===== src/rtl/adc_burst_pkg.sv =====
package adc_burst_pkg;

  typedef enum logic [2:0] {
    ST_IDLE    = 3'd0,
    ST_CONVERT = 3'd1,
    ST_WAIT_HI = 3'd2,
    ST_WAIT_LO = 3'd3,
    ST_SHIFT   = 3'd4,
    ST_DONE    = 3'd5
  } burst_state_t;

endpackage


===== src/rtl/adc_rst_sync.sv =====
module adc_rst_sync (
  input  logic clk,
  input  logic rst_n,
  output logic rst_sync_n
);

  logic [1:0] stage_q;

  always_ff @(posedge clk or negedge rst_n) begin
    if (!rst_n) stage_q <= 2'b00;
    else        stage_q <= {stage_q[0], 1'b1};
  end

  assign rst_sync_n = stage_q[1];

endmodule


===== src/rtl/adc_busy_sync.sv =====
module adc_busy_sync (
  input  logic clk,
  input  logic rst_n,
  input  logic busy_i,
  output logic busy_s,
  output logic busy_fall
);

  // two synchronizer flops plus one history flop for edge detection
  logic [2:0] sr_q;

  always_ff @(posedge clk or negedge rst_n) begin
    if (!rst_n) sr_q <= 3'b000;
    else        sr_q <= {sr_q[1:0], busy_i};
  end

  assign busy_s    = sr_q[1];
  assign busy_fall = sr_q[2] & ~sr_q[1];

endmodule


===== src/rtl/adc_sclk_gen.sv =====
module adc_sclk_gen #(
  parameter int SCLK_DIV = 12
) (
  input  logic clk,
  input  logic rst_n,
  input  logic en,
  output logic sclk,
  output logic rise,
  output logic fall
);

  localparam int HALF = SCLK_DIV / 2;
  localparam int PW   = $clog2(SCLK_DIV);

  logic [PW-1:0] ph_q, ph_d;
  logic          sclk_q, sclk_d;

  assign rise = en && (ph_q == PW'(HALF - 1));
  assign fall = en && (ph_q == PW'(SCLK_DIV - 1));

  always_comb begin
    ph_d   = ph_q;
    sclk_d = sclk_q;
    if (!en) begin
      ph_d   = '0;
      sclk_d = 1'b0;
    end else begin
      ph_d = fall ? '0 : ph_q + 1'b1;
      if (rise)      sclk_d = 1'b1;
      else if (fall) sclk_d = 1'b0;
    end
  end

  always_ff @(posedge clk or negedge rst_n) begin
    if (!rst_n) begin
      ph_q   <= '0;
      sclk_q <= 1'b0;
    end else begin
      ph_q   <= ph_d;
      sclk_q <= sclk_d;
    end
  end

  assign sclk = sclk_q;

  // clock may only leave its idle level while enabled
  a_r5_rise_only_enabled: assert property (@(posedge clk) disable iff (!rst_n)
    $rose(sclk_q) |-> $past(en));

endmodule


===== src/rtl/adc_word_capture.sv =====
module adc_word_capture #(
  parameter int WORD_W = 24
) (
  input  logic              clk,
  input  logic              rst_n,
  input  logic              shift_en,
  input  logic              din,
  output logic [WORD_W-1:0] word
);

  logic [WORD_W-1:0] sh_q, sh_d;

  always_comb begin
    sh_d = sh_q;
    if (shift_en) sh_d = {sh_q[WORD_W-2:0], din};
  end

  always_ff @(posedge clk or negedge rst_n) begin
    if (!rst_n) sh_q <= '0;
    else        sh_q <= sh_d;
  end

  assign word = sh_q;

endmodule


===== src/rtl/adc_burst_ctrl.sv =====
module adc_burst_ctrl
  import adc_burst_pkg::*;
#(
  parameter int WORD_W     = 24,
  parameter int SCLK_DIV   = 12,
  parameter int CNV_CYCLES = 4,
  parameter int TIMEOUT    = 256
) (
  input  logic              clk,
  input  logic              rst_n,
  input  logic              trig_i,
  input  logic              clr_i,
  input  logic              busy_i,
  input  logic              sdo_i,
  output logic              cnv_o,
  output logic              sclk_o,
  output logic              word_valid_o,
  output logic [WORD_W-1:0] word_o,
  output logic              overrun_o,
  output logic              timeout_o
);

  localparam int CW = $clog2(CNV_CYCLES + 1);
  localparam int TW = $clog2(TIMEOUT + 1);
  localparam int BW = $clog2(WORD_W + 1);

  logic rst_s_n;
  logic busy_s, busy_fall;
  logic sclk_w, sclk_rise, sclk_fall;

  burst_state_t  state_q, state_d;
  logic [CW-1:0] cnt_q, cnt_d;
  logic [TW-1:0] tcnt_q, tcnt_d;
  logic [BW-1:0] bit_q, bit_d;
  logic          cnv_q, cnv_d;
  logic          ovr_q, ovr_d;
  logic          tmo_q, tmo_d;
  logic          tmo_set, ovr_set;
  logic          shift_active;

  adc_rst_sync u_rst (
    .clk        (clk),
    .rst_n      (rst_n),
    .rst_sync_n (rst_s_n)
  );

  adc_busy_sync u_busy (
    .clk       (clk),
    .rst_n     (rst_s_n),
    .busy_i    (busy_i),
    .busy_s    (busy_s),
    .busy_fall (busy_fall)
  );

  assign shift_active = (state_q == ST_SHIFT);

  adc_sclk_gen #(.SCLK_DIV(SCLK_DIV)) u_sclk (
    .clk   (clk),
    .rst_n (rst_s_n),
    .en    (shift_active),
    .sclk  (sclk_w),
    .rise  (sclk_rise),
    .fall  (sclk_fall)
  );

  adc_word_capture #(.WORD_W(WORD_W)) u_cap (
    .clk      (clk),
    .rst_n    (rst_s_n),
    .shift_en (sclk_rise),
    .din      (sdo_i),
    .word     (word_o)
  );

  // next-state logic
  always_comb begin
    state_d = state_q;
    cnt_d   = cnt_q;
    tcnt_d  = tcnt_q;
    bit_d   = bit_q;
    tmo_set = 1'b0;
    unique case (state_q)
      ST_IDLE: begin
        cnt_d = '0;
        if (trig_i) state_d = ST_CONVERT;
      end
      ST_CONVERT: begin
        if (cnt_q == CW'(CNV_CYCLES - 1)) begin
          state_d = ST_WAIT_HI;
          tcnt_d  = '0;
        end else begin
          cnt_d = cnt_q + 1'b1;
        end
      end
      ST_WAIT_HI: begin
        tcnt_d = tcnt_q + 1'b1;
        if (busy_s) begin
          state_d = ST_WAIT_LO;
        end else if (tcnt_q == TW'(TIMEOUT - 1)) begin
          state_d = ST_IDLE;
          tmo_set = 1'b1;
        end
      end
      ST_WAIT_LO: begin
        tcnt_d = tcnt_q + 1'b1;
        if (busy_fall) begin
          state_d = ST_SHIFT;
          bit_d   = '0;
        end else if (tcnt_q == TW'(TIMEOUT - 1)) begin
          state_d = ST_IDLE;
          tmo_set = 1'b1;
        end
      end
      ST_SHIFT: begin
        if (sclk_fall) begin
          if (bit_q == BW'(WORD_W - 1)) state_d = ST_DONE;
          else                          bit_d   = bit_q + 1'b1;
        end
      end
      ST_DONE:  state_d = ST_IDLE;
      default:  state_d = ST_IDLE;
    endcase
  end

  assign ovr_set = trig_i && (state_q != ST_IDLE);
  assign cnv_d   = (state_d == ST_CONVERT);
  assign ovr_d   = ovr_set | (ovr_q & ~clr_i);
  assign tmo_d   = tmo_set | (tmo_q & ~clr_i);

  // register process
  always_ff @(posedge clk or negedge rst_s_n) begin
    if (!rst_s_n) begin
      state_q <= ST_IDLE;
      cnt_q   <= '0;
      tcnt_q  <= '0;
      bit_q   <= '0;
      cnv_q   <= 1'b0;
      ovr_q   <= 1'b0;
      tmo_q   <= 1'b0;
    end else begin
      state_q <= state_d;
      cnt_q   <= cnt_d;
      tcnt_q  <= tcnt_d;
      bit_q   <= bit_d;
      cnv_q   <= cnv_d;
      ovr_q   <= ovr_d;
      tmo_q   <= tmo_d;
    end
  end

  assign cnv_o        = cnv_q;
  assign sclk_o       = sclk_w;
  assign word_valid_o = (state_q == ST_DONE);
  assign overrun_o    = ovr_q;
  assign timeout_o    = tmo_q;

  a_r1_cnv_needs_trigger: assert property (@(posedge clk) disable iff (!rst_s_n)
    $rose(cnv_q) |-> ($past(trig_i) && $past(state_q) == ST_IDLE));

  a_r2_shift_needs_fall: assert property (@(posedge clk) disable iff (!rst_s_n)
    (state_q == ST_SHIFT && $past(state_q) == ST_WAIT_LO) |-> $past(busy_fall));

  a_r4_sclk_idle_low: assert property (@(posedge clk) disable iff (!rst_s_n)
    (state_q == ST_IDLE) |-> !sclk_w);

  a_r6_valid_single: assert property (@(posedge clk) disable iff (!rst_s_n)
    word_valid_o |=> !word_valid_o);

  a_r8_overrun_sticky: assert property (@(posedge clk) disable iff (!rst_s_n)
    (ovr_q && !clr_i) |=> ovr_q);

  a_r9_timeout_sticky: assert property (@(posedge clk) disable iff (!rst_s_n)
    (tmo_q && !clr_i) |=> tmo_q);

endmodule


===== config.mk =====
export PLATFORM = sky130hd
export DESIGN_NAME = adc_burst_ctrl
export DESIGN_NICKNAME = d
export VERILOG_FILES = /design/src/rtl/adc_burst_pkg.sv /design/src/rtl/adc_rst_sync.sv /design/src/rtl/adc_busy_sync.sv /design/src/rtl/adc_sclk_gen.sv /design/src/rtl/adc_word_capture.sv /design/src/rtl/adc_burst_ctrl.sv
export SDC_FILE = /design/constraint.sdc
export NUM_CORES = 1
export LEC_CHECK = 0
export ABC_AREA = 0
export BUFFER_PORTS_ARGS = -buffer_cell sky130_fd_sc_hd__buf_2
export CAP_MARGIN = 25
export CORE_ASPECT_RATIO = 1.1
export CORE_MARGIN = 8
export CORE_UTILIZATION = 54
export CTS_BUF_LIST = sky130_fd_sc_hd__clkbuf_4
export CTS_CLUSTER_DIAMETER = 150
export DETAILED_ROUTE_END_ITERATION = 6
export PLACE_DENSITY = 0.85
export REMOVE_ABC_BUFFERS = 1
export SLEW_MARGIN = 20
export SYNTH_ARGS = -nofsm -noshare
export SYNTH_HDL_FRONTEND = slang
export SYNTH_HIERARCHICAL = 1
export SYNTH_SLANG_ARGS = --single-unit
export TNS_END_PERCENT = 30

===== constraint.sdc =====
create_clock -name clk -period 1.8 [get_ports clk]
set_input_delay 0.27 -clock clk [delete_from_list [all_inputs] [get_ports clk]]
set_output_delay 0.27 -clock clk [all_outputs]
set_load 0.02 [all_outputs]

======== Word-level counts from Yosys, hierarchy flattened ========
Cells that the tools add are included.
word-level totals
  latch bits .............................. 0
  memories kept ........................... 0
  bits in registers ....................... 57
  word-level logic and storage cells ...... 77
  output and inout bits ................... 29
  input port bits ......................... 6
  ROM bits ................................ 0
  RAM bits ................................ 0
cells by class
  divide/modulo/power cells ............... 0
  bitwise operators ....................... 7
  multiply operators ...................... 0
  reduce and logical (&&, ||, !) cells .... 12
  shifts and indexed selects .............. 0
  $lt $le $gt $ge ......................... 0
  add/subtract/negate cells ............... 4
  eq/ne operators ......................... 17
  multiplexer cells ....................... 25
operators with widths
  operator               count
  $mux W3                8
  $pmux W9 S2            1
  $mux W5                3
  $pmux W3 S5            1
  $ne A2 B2 Y1 const B   5
  $pmux W5 S2            1
  $add A9 B1 Y9 const B  1
  $eq A3 B2 Y1 const B   3
  $eq A9 B8 Y1 const B   1
  $mux W9                1
  $mux W4                2
  $eq A3 B1 Y1 const B   2
  $eq A3 B3 Y1 const B   2
  $mux W1                6
  $pmux W3 S2            1
  $reduce_bool A2 Y1     3
  $add A5 B1 Y5 const B  1
  $eq A5 B5 Y1 const B   1
  $add A4 B1 Y4 const B  1
  $eq A4 B3 Y1 const B   1
  $eq A4 B4 Y1 const B   1
  $reduce_and A2 Y1      2
  $reduce_and A4 Y1      1
  $add A3 B1 Y3 const B  1
  9 further kinds        15

======== Depth between registers and ports, before layout ========
Gate-level depths: netlist of run 1.
  depth in word-level cells ............... 5
  depth in mapped cells ................... 7

======== Modules after synthesis ========
The synthesis of run 1 kept the hierarchy.
modules (own cells, without submodules)
  module            cells each  instances  area an instance (sq um)  seq. area each (sq um)
  adc_burst_ctrl    124         1          1246.2                    575.6
  adc_word_capture  51          1          997.2                     600.6
  adc_sclk_gen      26          1          269.0                     125.1
  adc_busy_sync     4           1          88.8                      75.1
  adc_rst_sync      3           1          53.8                      50.0

======== Least setup slack after synthesis of run 1 ========
No wires, ideal clock.
  path type ............................... register to register
  start ................................... register state_q[1]
  end ..................................... register u_cap.sh_q[10] (netlist: u_cap/word[10])
  library setup time ...................... 0.125 ns
  path slack .............................. -0.016 ns
  cell stages (with the launch flop) ...... 8
  path buffers ............................ 3
  required time ........................... 1.675 ns
  arrival ................................. 1.691 ns
  period minus slack after synthesis ...... 1.816 ns
  path through ............................ dfrtp_1 > buf_4 > nand2b_1 > nor2_1 > and3_1 > buf_6 > buf_12 > mux2_4
between the ends
  cells in the longest elaborated chain, start to end .. 2
ends and longest elaborated chain
  item                    RTL line                RTL
  from (decl)             adc_burst_ctrl.sv:31    burst_state_t state_q, state_d;
  from (signal assigned)  adc_burst_ctrl.sv:140   state_q <= state_d;
  $eq A3 B3 Y1            adc_burst_ctrl.sv:55    assign shift_active = (state_q == ST_SHIFT);
  named net shift_active  adc_burst_ctrl.sv:39    logic shift_active;
  $logic_and A1 B1 Y1     adc_sclk_gen.sv:18      assign rise = en && (ph_q == PW'(HALF - 1));
  named net sclk_rise     adc_burst_ctrl.sv:29    logic sclk_w, sclk_rise, sclk_fall;
  to (signal assigned)    adc_word_capture.sv:19  if (!rst_n) sh_q <= '0;
  to (signal assigned)    adc_word_capture.sv:20  else sh_q <= sh_d;
  to (decl)               adc_word_capture.sv:11  logic [WORD_W-1:0] sh_q, sh_d;
The timed path passes the listed nets, and every way through them passes these cells.
A chain may end at the register's enable or synchronous reset.

======== Final worst setup path of run 1 ========
  start ................................... register tcnt_q[1]
  end ..................................... register state_q[0]
between the ends
  cells in the longest elaborated chain, start to end .. 4
ends and longest elaborated chain
  item                               RTL line                                     RTL
  from (decl)                        adc_burst_ctrl.sv:33                         logic [TW-1:0] tcnt_q, tcnt_d;
  from (signal assigned)             adc_burst_ctrl.sv:142                        tcnt_q <= tcnt_d;
  $eq A9 B8 Y1 (*)                   adc_burst_ctrl.sv:98, adc_burst_ctrl.sv:108
  $mux W3 (*)                        adc_burst_ctrl.sv:98, adc_burst_ctrl.sv:108
  $mux W3, on equally long branches  adc_burst_ctrl.sv:105, adc_burst_ctrl.sv:96
  $pmux W3 S5 (*)                    adc_burst_ctrl.sv:81                         unique case (state_q)
  named net state_d[0]               adc_burst_ctrl.sv:31
The timed path passes the listed nets; every way through them passes the cells marked *.

==> results of run 1 <==
[cell usage in the layout (no fill, tap or decap), types with 3 or more instances in the layout]
master	instances
and3_4	3
a21oi_1	4
nor3b_1	3
o21ai_0	10
nor2_1	5
nor4_1	3
nand3_1	9
mux2_2	6
nand2_1	18
clkinv_1	3
and3_1	4
dfrtp_1	56
buf_2	34
nand2b_1	3
nor2b_1	5
clkbuf_4	11
mux2i_1	8
ha_1	4
buf_4	15
mux2_4	20
inv_1	7
[layer usage]
| metal | routed length (um) | up-vias | part of all wire, % |
|---|---|---|---|
| met4 | 114 | 0 | 2.3 |
| li1 | - | 846 | - |
| met1 | 2200 | 855 | 43 |
| met5 | 0 | - | 0 |
| met3 | 322 | 13 | 6.4 |
| met2 | 2430 | 52 | 48 |
[synthesized netlist by cell type (2+ instances only)]
cell type  number  area (sq um)
nand4bb_1       2          22.5
nand2b_1        3          18.8
mux2_4         20           300
nand4_1         2          12.5
nor2b_1         5          31.3
buf_6           2          22.5
buf_4           3          22.5
nand2_1        18          67.6
nor3b_1         3          22.5
mux2i_1         8          80.1
a21oi_1         4          20.0
mux2_2          6          67.6
dfrtp_1        57          1430
inv_1           7          26.3
nor4_1          3          18.8
nand4b_1        2          17.5
nand3_1         9          45.0
o21ai_0        10          50.1
and3_1          6          37.5
buf_12          2          40.0
nor2_1          6          22.5
ha_1            7          87.6
[registers in the layout (all words and copies together), names as in the netlist]
signal and count:
u_sclk/sclk 1, cnt_q 3, u_cap/word 24, state_q 3, overrun_o 1, cnv_o 1
timeout_o 1, u_rst/stage_q 2, u_busy/sr_q 3, bit_q 5, u_sclk/ph_q 4, tcnt_q 9
[area by class of cell]
| class | count | area (sq um) | area share, % |
|---|---|---|---|
| inverter | 7 | 26.3 | 0.840 |
| clock buffer | 11 | 82.6 | 2.64 |
| sequential | 57 | 1430 | 45.7 |
| multi-input combinational | 136 | 1150 | 36.8 |
| clock inverter | 5 | 46.3 | 1.48 |
| tap | 56 | 70.1 | 2.24 |
| timing repair buffer | 52 | 323 | 10.3 |
[cells by family after synthesis]
group | Yosys count | synth area share, %
other | 1 | 0.141
adders and majority gates | 7 | 3.30
xor gates and xnor gates | 1 | 0.330
buffers and inverters | 15 | 4.34
and+or+nand+nor | 68 | 15.2
muxes | 34 | 16.9
AOI/OAI and AO/OA | 25 | 6.08
DFF | 57 | 53.7
[power by group]
part           switching [mW]  internal, mW
logic                   0.383         0.314
clock network           0.449         0.440
registers              0.0994          1.41
[per-stage QoR]
stage	setup slack [ns]	hold slack (ns)	utilization, %	total power [mW]	area (sq um)
finish	-0.00844	0.0554	66.7	3.09	3130
global placement	0.0683	0.0547	62.0	2.16	2900
detailed placement	-0.0188	0.0575	62.0	2.18	2900
CTS	0.0180	0.0382	65.2	3.08	3050
global route	-0.0597	0.0562	66.7	3.28	3130
floorplan	-0.602	-0.0256	-	1.96	2570
[path summary, 6_finish.rpt]
check                                 startpoint          endpoint  slack, ns  cells after the start
min in group asynchronous                  rst_n  u_rst/stage_q[1]       0.18                      2
worst min register to register  u_rst/stage_q[1]     u_cap/word[2]       0.26                      0
worst max register to register         tcnt_q[1]        state_q[0]     -0.008                      6
worst max-delay path                   tcnt_q[1]        state_q[0]     -0.008                      6
worst min-delay path                       clr_i         overrun_o       0.06                      2
max in group asynchronous       u_rst/stage_q[1]         tcnt_q[8]       0.91                      1
[what timing repair did]
item	in CTS	in global routing
buffers inserted	0	5
resized for setup	1	7
cloned	0	0
hold buffers	2	0
pin swaps	0	3
hold endpoints to repair	3	0
setup endpoints to repair	1	3
==> flow_summary.json, run 1 <==
{
  "status": "complete, but fails checks",
  "violations": "setup timing",
  "setup-tns-final_ns": -0.00844,
  "p_leak_nw": 1.58,
  "fin_ws_ns": -0.00844,
  "syn_area_sq_um": 2660,
  "port_buffers": 34,
  "cts_tree": "done",
  "p_per_area_nw_per_um2": 989,
  "hold_viol_final": 0,
  "synthArstFlopShare_pct": 100,
  "busiest_layer": "met2",
  "crit_path_end_kind": "register",
  "clk-insertion-delay-late_ns": 0.39,
  "rows": 26,
  "critPathTopFamily": "compound AO/OA/AOI/OAI gates",
  "antenna_cells": 0,
  "place_inst": 301,
  "avgSynthCellArea_sq_um": 12.8,
  "cts_buffers": 9,
  "hpwl_um": 3450,
  "fmax_mhz": 553,
  "path_cells": "ha_2, and3_4, and3_4, ha_4, o311a_1, o32ai_2",
  "worst_pin_slew_ns": 0.542,
  "drive_gt1_share_pct": 38.1,
  "grt_setup_unrepaired": "yes",
  "die_x_um": 82.9,
  "cp.arrival_ns": 2.12,
  "worstPathMaxFanout": 3,
  "critical_path.startpoint_type": "register",
  "die-height_um": 89.5,
  "cpPeakStageDelay_ns": 0.41,
  "met2_usage_pct": 22.3,
  "yosysSeqAreaShare_pct": 53.7,
  "hold_path.class": "in2reg",
  "cts.sinks": 57,
  "cts-htree-levels": 3,
  "grt_pass1_wl_um": 8460,
  "final-setup-viol-count": 1,
  "crit_slowest_cell": "dfrtp_1",
  "path_common_cell": "and3_4",
  "use_met1_pct": 16.2,
  "crit_buf_inv": 0,
  "drtIter0Drc": 118,
  "critPathKind": "reg2reg",
  "initial_core_util_pct": 56.7,
  "ys.flop_type": "dfrtp_1",
  "nNetsFinal": 276,
  "wl_um": 5060,
  "drtAntennaViolNets": 0,
  "clockBufferDepth": 2,
  "clock-root-buffer": "clkbuf_4",
  "core_area_sq_um": 4680,
  "wl_per_cell_um": 15.6,
  "required_ns": 2.11,
  "yosys_register_bits": 57,
  "slew_viol_final": 0,
  "relSlewSlack_pct": 63.8,
  "nFillCells": 348,
  "synth_edf_count": 0,
  "maxCapViolCount": 0,
  "first_pass_iters": 4,
  "route.detailed.drc": 0,
  "syn2layout_area_growth_pct": 17.8,
  "final.min_clock_period_ns": 1.81,
  "gr-usage-all-layers_pct": 14.2,
  "gp_congestion": 0.796,
  "fin_crit_sh_pct": 100,
  "grt_use_met3_pct": 4.92,
  "die_area_sq_um": 7420,
  "vias": 1766,
  "clk_pin_slew_ns": 0.09,
  "grt_overflow_total": 0,
  "skew_ns": 0.00669,
  "ios": 35,
  "yosysUniqueCellTypes": 45,
  "viasPerCell": 5.45,
  "antenna_found_initial": 0,
  "ir_worst_vdd_mv": 0.668,
  "synthCells": 208,
  "ys_warn_count": 6,
  "final_cells": 324,
  "grt_pass1_vias": 1831,
  "grt_max_degree": 28
}
(Power assumes the default switching activity.)
==> run 2: changes to the inputs <==
--- a/config.mk
+++ b/config.mk
@@ -5,7 +5,7 @@
 export SDC_FILE = /design/constraint.sdc
 export NUM_CORES = 1
 export LEC_CHECK = 0
-export ABC_AREA = 0
+export ABC_AREA = 1
 export BUFFER_PORTS_ARGS = -buffer_cell sky130_fd_sc_hd__buf_2
 export CAP_MARGIN = 25
 export CORE_ASPECT_RATIO = 1.1
==> run 2 against run 1 <==
Effect of this change: the run now ends clean; non-clock buffer count is 6 lower; via count is 20% higher; combinational power rose by 11%; routed wire length up 6.0%; first-iteration DRC count shrank 21%; cell count is 30% higher; die area up 1.2%; area after synthesis rose by 1.5%; flip-flop and latch count unchanged; clock skew up 0.0097 ns; synthesized cell count is 48% higher; clock power increased by 17%.
==> flow_summary.json, run 2 <==
{
  "first_pass_iters": 4,
  "crit_slowest_cell": "dfrtp_1",
  "syn2layout_area_growth_pct": 16.0,
  "nFillCells": 431,
  "ys_warn_count": 6,
  "critPathTopFamily": "flip-flops",
  "p_leak_nw": 1.74,
  "cts.sinks": 57,
  "final.min_clock_period_ns": 1.70,
  "synth_area_leader_cell": "dfrtp_1",
  "drive_gt1_share_pct": 24.5,
  "clock-root-buffer": "clkbuf_4",
  "cp.arrival_ns": 1.43,
  "port_buffers": 34,
  "cpPeakStageDelay_ns": 0.41,
  "cts-htree-levels": 3,
  "antenna_cells": 0,
  "antenna_found_initial": 0,
  "reg2reg_depth": 10,
  "vias": 2122,
  "final-setup-viol-count": 0,
  "grt_pass1_wl_um": 9300,
  "grt_overflow_total": 0,
  "critPathKind": "reg2out",
  "worstPathMaxFanout": 5,
  "viasPerCell": 5.04,
  "rows": 27,
  "wl_um": 5370,
  "cts_buffers": 9,
  "synthCells": 307,
  "die_area_sq_um": 7510,
  "hold_path.class": "in2reg",
  "synthArstFlopShare_pct": 100,
  "avgSynthCellArea_sq_um": 8.77,
  "drtIter0Drc": 93,
  "initial_core_util_pct": 55.0,
  "syn_area_sq_um": 2690,
  "hpwl_um": 3940,
  "grt_max_degree": 25,
  "die-height_um": 90.1,
  "p_per_area_nw_per_um2": 1080,
  "synth_top_area_share_pct": 52.9,
  "ys.flop_type": "dfrtp_1",
  "timing.hold.ws_ns": 0.0753,
  "skew_ns": 0.0163,
  "critical_path.startpoint_type": "register",
  "setup-tns-final_ns": 0,
  "core_area_sq_um": 4900,
  "maxCapViolCount": 0,
  "hold_depth": 2,
  "yosys_register_bits": 57,
  "gr-usage-all-layers_pct": 15.0,
  "grt_pass1_vias": 2068,
  "postPlaceCellArea_sq_um": 2920,
  "post-route-cell-area_sq_um": 3120,
  "wl_per_cell_um": 12.7,
  "layout_common_cells": "nand2_1 (112), dfrtp_1 (56), buf_2 (34)",
  "ir_worst_vdd_mv": 0.579,
  "synthTopCellsByCount": "nand2_1 (112), dfrtp_1 (57), inv_1 (30)",
  "gp_congestion": 0.823,
  "fin_crit_sh_pct": 94.4,
  "required_ns": 1.53,
  "route.detailed.drc": 0,
  "yosysUniqueCellTypes": 30,
  "yosysMostFrequentCell": "nand2_1",
  "slew_viol_final": 0,
  "clk-insertion-delay-late_ns": 0.40,
  "drtAntennaViolNets": 0,
  "layout_commonest_cell": "nand2_1",
  "crit_cells": 3,
  "cts_tree": "done",
  "crit_path_end_kind": "output pin",
  "fmax_mhz": 588,
  "hold_viol_final": 0,
  "status": "completed",
  "nNetsFinal": 371,
  "largest_register_ffs": 24,
  "yosysSeqAreaShare_pct": 52.9,
  "die_x_um": 83.3,
  "clk_pin_slew_ns": 0.10,
  "clockBufferDepth": 2,
  "crit_buf_inv": 2,
  "synthTopCellsByArea": "dfrtp_1 (53%), nand2_1 (16%), inv_1 (4.2%), nand2_2 (3.5%), ha_1 (3.3%)",
  "synth_edf_count": 0,
  "path_cells": "buf_4, nor3_1, buf_2",
  "ios": 35
}
-- run 2: cell count changes in the layout (fill, tap and decap cells not counted), sizes merged, moves of 6 or more --
cell,previous run,this run
nor2,6,23
nand3,9,16
mux2,26,0
inv,7,32
mux2i,8,0
and3,7,1
nor2b,6,0
nand2,18,129
buf,50,44
-- run 2: layout make-up --
class / instances / area [sq um] / area share [%]
Tap cell: 58 / 72.6 / 2.32
Clock buffer: 10 / 75.1 / 2.40
Inverter: 32 / 128 / 4.08
Clock inverter: 6 / 82.6 / 2.64
Sequential cell: 57 / 1430 / 45.7
Multi-Input combinational cell: 212 / 1060 / 34.0
Timing Repair Buffer: 46 / 278 / 8.89
-- run 2: metrics by stage --
| stage | utilization, % | power (mW) | cells | worst slack, ns |
|---|---|---|---|---|
| floorplan | - | 2.12 | 301 | 0.0313 |
| global placement | 59.6 | 2.30 | 400 | 0.186 |
| detailed placement | 59.6 | 2.34 | 400 | 0.0833 |
| CTS | 63.3 | 3.39 | 418 | 0.0484 |
| global route | 63.8 | 3.60 | 421 | -0.0176 |
| finish | 63.8 | 3.39 | 421 | 0.100 |
-- run 2: power breakdown --
part | switching, mW | internal, mW
clock | 0.468 | 0.572
sequential | 0.134 | 1.44
combinational | 0.497 | 0.280
-- run 2: routing by layer --
layer / up-vias / share of wire, % / track usage, %
li1: 1072 / - / -
met1: 1003 / 45 / 17.9
met2: 41 / 50 / 24.1
met3: 6 / 3.3 / 4.24
met4: 0 / 1.5 / 7.62
met5: - / 0 / 0
-- run 2: logic make-up after synthesis --
group | after synthesis | synth area share [%]
fa+ha+maj | 7 | 3.25
other cells | 1 | 0.139
simple gates | 183 | 31.2
compound gates | 20 | 4.37
xor+xnor | 1 | 0.325
flops | 57 | 52.9
buf+inv | 38 | 7.76
-- run 2: repair_timing --
action | CTS | global route
buffers inserted | 0 | 3
endpoints found under the hold margin | 3 | 0
resized for setup | 0 | 3
setup endpoints to repair | 0 | 29
hold buffers | 2 | 0
-- run 2: worst paths after layout --
kind,endpoint,startpoint,slack [ns]
setup reg to reg,bit_q[4],state_q[0],0.11
hold / removal,overrun_o,clr_i,0.08
max in group asynchronous,tcnt_q[6],u_rst/stage_q[1],0.95
setup / recovery,word_valid_o,state_q[1],0.10
hold reg to reg,cnv_o,u_rst/stage_q[1],0.23
min in group asynchronous,u_rst/stage_q[0],rst_n,0.17
